--- src/rtl/pic_seq_pkg.sv ---
package pic_seq_pkg;
   typedef enum logic [1:0] {
      PH_IDLE = 2'd0,
      PH_BASE = 2'd1,
      PH_CASC = 2'd2,
      PH_MODE = 2'd3
   } phase_e;

   typedef enum logic [2:0] {
      K_NONE = 3'd0,
      K_INIT = 3'd1,
      K_SEL  = 3'd2,
      K_OPR  = 3'd3,
      K_DATA = 3'd4
   } kind_e;

   typedef enum logic [2:0] {
      OP_ROT_OFF       = 3'd0,
      OP_EOI           = 3'd1,
      OP_NOP           = 3'd2,
      OP_EOI_SPEC      = 3'd3,
      OP_ROT_ON        = 3'd4,
      OP_EOI_ROT       = 3'd5,
      OP_SET_PRIO      = 3'd6,
      OP_EOI_ROT_SPEC  = 3'd7
   } op_e;
endpackage

--- src/rtl/pic_seq_decode.sv ---
module pic_seq_decode
   import pic_seq_pkg::*;
(
   input  logic       wr_en,
   input  logic       addr,
   input  logic [4:0] cmd_hi,
   output kind_e      kind,
   output op_e        op
);
   // cmd_hi holds write data bits 7:3
   always_comb begin
      kind = K_NONE;
      if (wr_en) begin
         if (addr)           kind = K_DATA;
         else if (cmd_hi[1]) kind = K_INIT;
         else if (cmd_hi[0]) kind = K_SEL;
         else                kind = K_OPR;
      end
   end

   assign op = op_e'(cmd_hi[4:2]);
endmodule

--- src/rtl/pic_seq_init.sv ---
module pic_seq_init
   import pic_seq_pkg::*;
#(
   parameter int LINES = 8,
   localparam int DATA_W = LINES,
   localparam int IRQ_W = $clog2(LINES)
)(
   input  logic              clk,
   input  logic              rst_n,
   input  kind_e             kind,
   input  logic [DATA_W-1:0] wdata,
   output phase_e            phase,
   output logic              need4,
   output logic [DATA_W-1:0] vec_base,
   output logic              nest_mode,
   output logic              auto_eoi,
   output logic              init_stb
);
   localparam logic [DATA_W-1:0] BASE_MASK = {{(DATA_W-IRQ_W){1'b1}}, {IRQ_W{1'b0}}};

   always_ff @(posedge clk) begin
      if (!rst_n) begin
         phase     <= PH_IDLE;
         need4     <= 1'b0;
         vec_base  <= '0;
         nest_mode <= 1'b0;
         auto_eoi  <= 1'b0;
         init_stb  <= 1'b0;
      end else begin
         init_stb <= 1'b0;
         if (kind == K_INIT) begin
            need4    <= wdata[0];
            phase    <= PH_BASE;
            init_stb <= 1'b1;
            if (!wdata[0]) begin
               nest_mode <= 1'b0;
               auto_eoi  <= 1'b0;
            end
         end else if (kind == K_DATA) begin
            unique case (phase)
               PH_IDLE: ;
               PH_BASE: begin
                  vec_base <= wdata & BASE_MASK;
                  phase    <= PH_CASC;
               end
               PH_CASC: phase <= need4 ? PH_MODE : PH_IDLE;
               PH_MODE: begin
                  nest_mode <= wdata[4];
                  auto_eoi  <= wdata[1];
                  phase     <= PH_IDLE;
               end
            endcase
         end
      end
   end

   p_init_enter_r2: assert property (@(posedge clk) disable iff (!rst_n)
      kind == K_INIT |=> (phase == PH_BASE) && init_stb);
   p_keep_mode_r3: assert property (@(posedge clk) disable iff (!rst_n)
      (kind == K_INIT) && wdata[0] |=> $stable(nest_mode) && $stable(auto_eoi));
   p_base_step_r4: assert property (@(posedge clk) disable iff (!rst_n)
      (kind == K_DATA) && (phase == PH_BASE) |=> phase == PH_CASC);
   p_mode_exit_r5: assert property (@(posedge clk) disable iff (!rst_n)
      (kind == K_DATA) && (phase == PH_MODE) |=> phase == PH_IDLE);
endmodule

--- src/rtl/pic_seq_ctrl.sv ---
module pic_seq_ctrl
   import pic_seq_pkg::*;
#(
   parameter int LINES = 8,
   localparam int DATA_W = LINES,
   localparam int IRQ_W = $clog2(LINES)
)(
   input  logic              clk,
   input  logic              rst_n,
   input  kind_e             kind,
   input  op_e               op,
   input  phase_e            phase,
   input  logic [DATA_W-1:0] wdata,
   input  logic              rd_en,
   input  logic              poll_valid,
   input  logic [IRQ_W-1:0]  poll_irq,
   output logic [DATA_W-1:0] imr,
   output logic              smask,
   output logic              rd_isr,
   output logic              poll_armed,
   output logic              rot_aeoi,
   output logic              cmd_stb,
   output op_e               cmd_op,
   output logic [IRQ_W-1:0]  cmd_irq,
   output logic              poll_ack,
   output logic [IRQ_W-1:0]  poll_ack_irq
);
   always_ff @(posedge clk) begin
      if (!rst_n) begin
         imr          <= '0;
         smask        <= 1'b0;
         rd_isr       <= 1'b0;
         poll_armed   <= 1'b0;
         rot_aeoi     <= 1'b0;
         cmd_stb      <= 1'b0;
         cmd_op       <= OP_NOP;
         cmd_irq      <= '0;
         poll_ack     <= 1'b0;
         poll_ack_irq <= '0;
      end else begin
         cmd_stb  <= 1'b0;
         poll_ack <= 1'b0;
         // a read consumes an armed poll; a same-cycle re-arm below wins
         if (rd_en && poll_armed) begin
            poll_armed   <= 1'b0;
            poll_ack     <= poll_valid;
            poll_ack_irq <= poll_irq;
         end
         unique case (kind)
            K_INIT: begin
               imr    <= '0;
               smask  <= 1'b0;
               rd_isr <= 1'b0;
            end
            K_DATA: if (phase == PH_IDLE) imr <= wdata;
            K_SEL: begin
               if (wdata[2]) poll_armed <= 1'b1;
               if (wdata[1]) rd_isr     <= wdata[0];
               if (wdata[6]) smask      <= wdata[5];
            end
            K_OPR: begin
               unique case (op)
                  OP_ROT_OFF: rot_aeoi <= 1'b0;
                  OP_ROT_ON:  rot_aeoi <= 1'b1;
                  OP_NOP:     ;
                  default: begin
                     cmd_stb <= 1'b1;
                     cmd_op  <= op;
                     cmd_irq <= wdata[IRQ_W-1:0];
                  end
               endcase
            end
            default: ;
         endcase
      end
   end

   p_imr_hold_r6: assert property (@(posedge clk) disable iff (!rst_n)
      (kind == K_DATA) && (phase != PH_IDLE) |=> $stable(imr));
   p_poll_clear_r8: assert property (@(posedge clk) disable iff (!rst_n)
      rd_en && poll_armed && (kind != K_SEL) |=> !poll_armed);
   p_nop_quiet_r11: assert property (@(posedge clk) disable iff (!rst_n)
      (kind == K_OPR) && (op == OP_NOP) |=> !cmd_stb);
   p_rot_quiet_r10: assert property (@(posedge clk) disable iff (!rst_n)
      (kind == K_OPR) && ((op == OP_ROT_ON) || (op == OP_ROT_OFF)) |=> !cmd_stb);
endmodule

--- src/rtl/pic_seq_rdmux.sv ---
module pic_seq_rdmux #(
   parameter int LINES = 8,
   localparam int DATA_W = LINES,
   localparam int IRQ_W = $clog2(LINES)
)(
   input  logic              addr,
   input  logic              rd_isr,
   input  logic              poll_armed,
   input  logic              poll_valid,
   input  logic [IRQ_W-1:0]  poll_irq,
   input  logic [DATA_W-1:0] irr,
   input  logic [DATA_W-1:0] isr,
   input  logic [DATA_W-1:0] imr,
   output logic [DATA_W-1:0] rdata
);
   localparam logic [IRQ_W-1:0] SPUR = IRQ_W'(LINES - 1);

   logic [DATA_W-1:0] poll_word;
   assign poll_word = poll_valid ? {1'b1, {(DATA_W-1-IRQ_W){1'b0}}, poll_irq}
                                 : {{(DATA_W-IRQ_W){1'b0}}, SPUR};

   for (genvar b = 0; b < DATA_W; b++) begin : g_bit
      logic reg_bit;
      assign reg_bit  = addr ? imr[b] : (rd_isr ? isr[b] : irr[b]);
      assign rdata[b] = poll_armed ? poll_word[b] : reg_bit;
   end
endmodule

--- src/rtl/pic_prog_seq.sv ---
module pic_prog_seq
   import pic_seq_pkg::*;
#(
   parameter int LINES = 8,
   localparam int DATA_W = LINES,
   localparam int IRQ_W = $clog2(LINES)
)(
   input  logic              clk,
   input  logic              rst_n,
   input  logic              wr_en,
   input  logic              rd_en,
   input  logic              addr,
   input  logic [DATA_W-1:0] wdata,
   input  logic [DATA_W-1:0] irr_i,
   input  logic [DATA_W-1:0] isr_i,
   input  logic              poll_valid_i,
   input  logic [IRQ_W-1:0]  poll_irq_i,
   output logic [DATA_W-1:0] rd_data,
   output logic [DATA_W-1:0] mask_o,
   output logic [DATA_W-1:0] vec_base_o,
   output logic [1:0]        init_phase_o,
   output logic              fourth_word_o,
   output logic              nest_mode_o,
   output logic              auto_eoi_o,
   output logic              rot_aeoi_o,
   output logic              spec_mask_o,
   output logic              read_isr_o,
   output logic              poll_armed_o,
   output logic              init_stb_o,
   output logic              cmd_stb_o,
   output logic [2:0]        cmd_op_o,
   output logic [IRQ_W-1:0]  cmd_irq_o,
   output logic              poll_ack_o,
   output logic [IRQ_W-1:0]  poll_irq_ack_o
);
   // command bit positions are fixed to an eight-line byte port
   initial begin
      assert (LINES == 8) else $fatal(1, "pic_prog_seq: LINES must be 8");
   end

   kind_e  kind;
   op_e    op;
   phase_e phase;
   op_e    cmd_op;

   pic_seq_decode u_dec (
      .wr_en  (wr_en),
      .addr   (addr),
      .cmd_hi (wdata[7:3]),
      .kind   (kind),
      .op     (op)
   );

   pic_seq_init #(.LINES(LINES)) u_init (
      .clk       (clk),
      .rst_n     (rst_n),
      .kind      (kind),
      .wdata     (wdata),
      .phase     (phase),
      .need4     (fourth_word_o),
      .vec_base  (vec_base_o),
      .nest_mode (nest_mode_o),
      .auto_eoi  (auto_eoi_o),
      .init_stb  (init_stb_o)
   );

   pic_seq_ctrl #(.LINES(LINES)) u_ctrl (
      .clk          (clk),
      .rst_n        (rst_n),
      .kind         (kind),
      .op           (op),
      .phase        (phase),
      .wdata        (wdata),
      .rd_en        (rd_en),
      .poll_valid   (poll_valid_i),
      .poll_irq     (poll_irq_i),
      .imr          (mask_o),
      .smask        (spec_mask_o),
      .rd_isr       (read_isr_o),
      .poll_armed   (poll_armed_o),
      .rot_aeoi     (rot_aeoi_o),
      .cmd_stb      (cmd_stb_o),
      .cmd_op       (cmd_op),
      .cmd_irq      (cmd_irq_o),
      .poll_ack     (poll_ack_o),
      .poll_ack_irq (poll_irq_ack_o)
   );

   pic_seq_rdmux #(.LINES(LINES)) u_rd (
      .addr       (addr),
      .rd_isr     (read_isr_o),
      .poll_armed (poll_armed_o),
      .poll_valid (poll_valid_i),
      .poll_irq   (poll_irq_i),
      .irr        (irr_i),
      .isr        (isr_i),
      .imr        (mask_o),
      .rdata      (rd_data)
   );

   assign init_phase_o = phase;
   assign cmd_op_o     = cmd_op;

   p_one_strobe_r11: assert property (@(posedge clk) disable iff (!rst_n)
      $onehot0({init_stb_o, cmd_stb_o}));
endmodule

--- config.mk ---
export PLATFORM = sky130hd
export DESIGN_NAME = pic_prog_seq
export DESIGN_NICKNAME = d
export VERILOG_FILES = /design/src/rtl/pic_seq_pkg.sv /design/src/rtl/pic_seq_decode.sv /design/src/rtl/pic_seq_init.sv /design/src/rtl/pic_seq_ctrl.sv /design/src/rtl/pic_seq_rdmux.sv /design/src/rtl/pic_prog_seq.sv
export SDC_FILE = /design/constraint.sdc
export NUM_CORES = 1
export LEC_CHECK = 0
export ABC_AREA = 1
export BUFFER_PORTS_ARGS = -buffer_cell sky130_fd_sc_hd__buf_2
export CAP_MARGIN = 20
export CORE_MARGIN = 8
export CORE_UTILIZATION = 45
export DETAILED_ROUTE_END_ITERATION = 16
export PLACE_DENSITY_LB_ADDON = 0.25
export SLEW_MARGIN = 20
export SYNTH_ARGS = -nofsm -noshare
export SYNTH_HDL_FRONTEND = slang
export SYNTH_SLANG_ARGS = --single-unit
--- constraint.sdc ---
create_clock -name clk -period 1.6 [get_ports clk]
set_input_delay 0.24 -clock clk [delete_from_list [all_inputs] [get_ports clk]]
set_output_delay 0.24 -clock clk [all_outputs]
set_load 0.02 [all_outputs]
# Yosys cells after proc, flatten, opt, wreduce, memory -nomap -nowiden
# Cells that the tools add are included.
[classes]
mux = 52
n_reduce_logical = 22
bitwise = 3
n_eq_ne = 13
[op_table]
columns = ["cell", "count"]
rows = [
  ["$mux 1", 41],
  ["$reduce_and 2->1", 9],
  ["$mux 8", 2],
  ["$pmux 8 s2", 1],
  ["$eq 3x2->1 const B", 3],
  ["$mux 3", 3],
  ["$reduce_bool 2->1", 4],
  ["$eq 3x3->1 const B", 2],
  ["$ne 2x2->1 const B", 3],
  ["$pmux 1 s2", 3],
  ["$pmux 2 s3", 1],
  ["$reduce_and 3->1", 2],
  ["$eq 2x2->1 const B", 2],
  ["$reduce_bool 4->1", 1],
  ["$eq 3x1->1 const B", 1],
  ["$logic_not 3->1", 1],
  ["$not 1->1", 3],
  ["$reduce_bool 3->1", 1],
  ["$reduce_or 3->1", 1],
  ["$eq 2x1->1 const B", 1],
  ["$logic_not 2->1", 1],
  ["$mux 2", 1],
  ["$ne 2x1->1 const B", 1],
  ["$reduce_or 2->1", 1],
  ["$logic_and 1x1->1", 1],
]
[totals]
word_cells = 107
regBits = 34

# Depth between registers and ports, before layout
[logic_depth]
ltp_word = 7
mapped_depth = 8
mapped_depth_nobuf = 8

# Hierarchy
# Synthesis repeated with hierarchy kept, for this count alone.
[hier_totals]
cells_unflattened = 297
area_unflattened_um2 = 1940.6
[modules_own_cells]
columns = ["module", "area_per_inst_um2", "n_inst", "cells_per_inst"]
rows = [
  ["pic_seq_ctrl", 1022.2, 1, 142],
  ["pic_seq_init", 578.1, 1, 79],
  ["pic_seq_rdmux", 287.8, 1, 65],
  ["pic_seq_decode", 52.6, 1, 11],
]

# Least setup slack after synthesis
# Ideal clock, no wire load.
[synth_timing]
path_type = "register -> output"
startpoint = "register u_ctrl.rd_isr"
endpoint = "output rd_data[7]"
slack_ps = 49
path_stages_with_launch = 6
arrival_time_ps = 1311
path_cell_list = "dfxtp_1 buf_2 nand2_1 nand3_1 o21ai_0 o21ai_0"
[synth_between]
elab_chain_cells = 3
[synth_rtl]
columns = ["item", "line", "rtl"]
rows = [
  ["start: declaration", "pic_seq_ctrl.sv:19", "output logic rd_isr,"],
  ["start signal: assignment", "pic_seq_ctrl.sv:58", "if (wdata[1]) rd_isr <= wdata[0];"],
  ["$mux 1 (2 in a row)", "pic_seq_rdmux.sv:24", "assign reg_bit = addr ? imr[b] : (rd_isr ? isr[b] : irr[b]);"],
  ["$mux 1", "pic_seq_rdmux.sv:25", "assign rdata[b] = poll_armed ? poll_word[b] : reg_bit;"],
  ["end: declaration", "pic_prog_seq.sv:18", "output logic [DATA_W-1:0] rd_data,"],
]
# No other way between the ends.

# Final worst setup path
[layout_timing]
startpoint = "register u_ctrl.rd_isr"
endpoint = "output rd_data[2]"
# The elaborated chain is that of the path after synthesis.

==> results.toml <==
[routing]
dr.pass1.iters = 4
drtIter0Drc = 65
wl_per_cell_um = 12.7
num_vias = 1861
drc_errors = 0
ant_nets = 0
vias_per_cell = 4.87
drt-total-wl_mm = 4.85

[run]
max_cap_viol_count = 0

[timing]
slew_violations = 0
setup_viol = 0
final-hold-violation-count = 0
period_share_pct = 95.4
rsz0062_at_grt = "yes"
min_period_ps = 1530
finClkSkew_ps = 4.14
fmax_mhz = 655
fin_setup_tns_ps = 0

[layout]
fillers = 357
diodes = 0
final_cell_mix = "72 x buf_2, 60 x nand2_1, 37 x nor2_1"
multi_input_area_um2 = 886
layout-drive-gt1-share_pct = 30.2
layout.area.seq_um2 = 684
syn_to_final_growth_pct = 31.9
layout_commonest_cell = "buf_2"
fin_nets = 370

[placed_design]
port_buffers = 74
gp_congestion = 0.835
dp_hpwl_mm = 3.79

[worst_setup_path]
critPathKind = "reg2out"
ff2ff_path_depth = 6
r2r_start = "u_init.phase[0]$_SDFFE_PN0P_"
critPathRequiredTime_ps = 1360
cp_max_fo = 6
end_kind = "output port"
r2r-end = "u_ctrl.imr[5]$_SDFFE_PN0P_"
cp-start-kind = "flip-flop"
cp.arrival_ps = 1290
regToRegSetupSlack_ps = 310

[logic_synthesis]
synthCells = 254
synth_top_family_by_area = "simple AND/OR/NAND/NOR gates"
synth-compound-area-share_pct = 12.3
async_flop_share_pct = 0
synth_top_flop_cell = "dfxtp_1"
syn-cell-area_mm2 = 0.00174
synth_adder_area_share_pct = 2.88
synth_largest_type_area_fraction_pct = 39.1
ys_seq_elements = 34
seq_area_frac_synth_pct = 39.1
muxShareOfSynthArea_pct = 0
synthSimpleGateAreaFrac_pct = 34.7
syn_area_per_cell_um2 = 6.85
yosys.area.top_type = "dfxtp_1"
synth_edf_count = 0
synthTopCellsByArea = "dfxtp_1 39%, nand2_1 13%, nor2_1 8.2%"
synth_xor_xnor_area_share_pct = 0
synth_cell_types = 27
yosysWarnings = 0

[worst_hold_path]
worstHoldStart = "poll_valid_i"
hold_path_class = "in2reg"
min_to = "u_ctrl.poll_ack$_SDFF_PN0_"
min_path_cells = 3

[clock_network]
cts_buffers = 5
cts.htree.levels = 2
ctsLongestPathBuffers = 2
cts-root-buf = "clkbuf_8"
clock_latency_ps = 280
cts.clk_slew.worst_paths_ps = 70
cts_sinks = 34
hold_buffers = 0
cts_tree = "built"

[power_and_ir_drop]
total_power_mw = 2.03
p_per_area_mw_per_mm2 = 886
vdd_drop_max_v = 0.000593
p_leak_nw = 1.21

[floorplanning]
dieArea_mm2 = 0.00611
die_y_um = 78.2
ioPinCount = 78
start_util_pct = 47.2
num_rows = 22
die_w_um = 78.2
core-area_mm2 = 0.00369

[global_route]
antenna_found_initial = 0
grt_max_degree = 19
met1_usage_pct = 18.2
grt.busiest_layer = "met2"
use_met2_pct = 24.9
grtUsageMet3_pct = 6.83
first_global_vias = 1746
grt_pass1_wl_mm = 7.89
grt_usage_pct = 15.4
grt_overflow = 0

[run_status]
status = "completed"
cell families (layout without fill, tap and decap cells):
family | count (synthesis) | count (layout)
other cells | 1 | 3
simple gates | 133 | 133
fa+ha+maj | 4 | 4
buf+inv | 42 | 120
flops | 34 | 34
compound gates | 40 | 40
per-layer routing:
metal | vias to the layer above | routed length, um | share of wire (%)
li1 | 962 | - | -
met1 | 827 | 2220 | 46
met2 | 66 | 2090 | 43
met3 | 6 | 492 | 10
met4 | 0 | 42 | 0.87
met5 | - | 0 | 0
per-stage QoR:
stage	hold slack (ps)	instance area, um^2	util [%]	std cells	setup WS, ps
finish	199	2300	62.2	382	74.0
global route	204	2300	62.2	382	-6.79
CTS	191	2260	61.3	380	20.6
detailed placement	448	2150	58.2	372	136
global placement	443	2150	58.2	372	165
floorplan	362	1750	-	256	49.5
cell type report:
type                    instances  share of cell area, %
flip-flops and latches         34                   29.8
repair buffers                 82                   19.1
well taps                      48                   2.62
clock buffers                   5                   3.00
clock inverters                 3                   1.74
inverters                      30                   5.12
multi-input cells             180                   38.6
state kept, by name (all words and copies together) (netlist names):
name,cells
u_init.phase,2
u_ctrl.cmd_irq,3
u_init.auto_eoi,1
u_ctrl.rd_isr,1
u_ctrl.poll_ack_irq,3
u_init.init_stb,1
u_ctrl.smask,1
u_ctrl.cmd_op,3
u_init.need4,1
u_init.nest_mode,1
u_ctrl.imr,8
u_ctrl.cmd_stb,1
u_init.vec_base,5
u_ctrl.poll_ack,1
u_ctrl.poll_armed,1
u_ctrl.rot_aeoi,1
worst max-delay path by stage:
stage | startpoint | end | slack [ps] | cells after the start
finish | u_ctrl.rd_isr$_SDFFE_PN0P_ | rd_data[2] | 70 | 6
global route | u_ctrl.rd_isr$_SDFFE_PN0P_ | rd_data[2] | -7 | 6
CTS | u_ctrl.rd_isr$_SDFFE_PN0P_ | rd_data[7] | 20 | 6
detailed placement | addr | rd_data[7] | 140 | 6
global placement | addr | rd_data[7] | 160 | 6
floorplan | u_ctrl.rd_isr$_SDFFE_PN0P_ | rd_data[7] | 50 | 5
cells in the mapped netlist (all sizes together) (4+ instances only):
master / count
nand3: 26
o211ai: 4
nor2: 41
a21oi: 23
o21ai: 11
nand2: 61
nand4: 4
buf: 11
ha: 4
dfxtp: 34
inv: 29
where the power goes:
part / total [mW] / internal, mW / leakage [nW] / switching, mW
Clock: 0.763 / 0.458 / 0.0579 / 0.305
Combinational: 0.376 / 0.139 / 0.880 / 0.238
Sequential: 0.895 / 0.873 / 0.277 / 0.0216
repair_timing:
action / in CTS / in global routing
endpoints found under the setup margin: 8 / 4
gates resized for setup: 2 / 12
cloned: 0 / 0
buffers inserted: 0 / 2
pin swaps: 0 / 3
worst max-delay path, cell delays in order, from the launching register on:
cell	delay [ps]
dfxtp_4	410
buf_6	130
nor2_4	30
nor2_1	80
o21ai_1	70
a21oi_1	140
buf_4	160
Note: power is estimated with default switching activity, not from simulation.
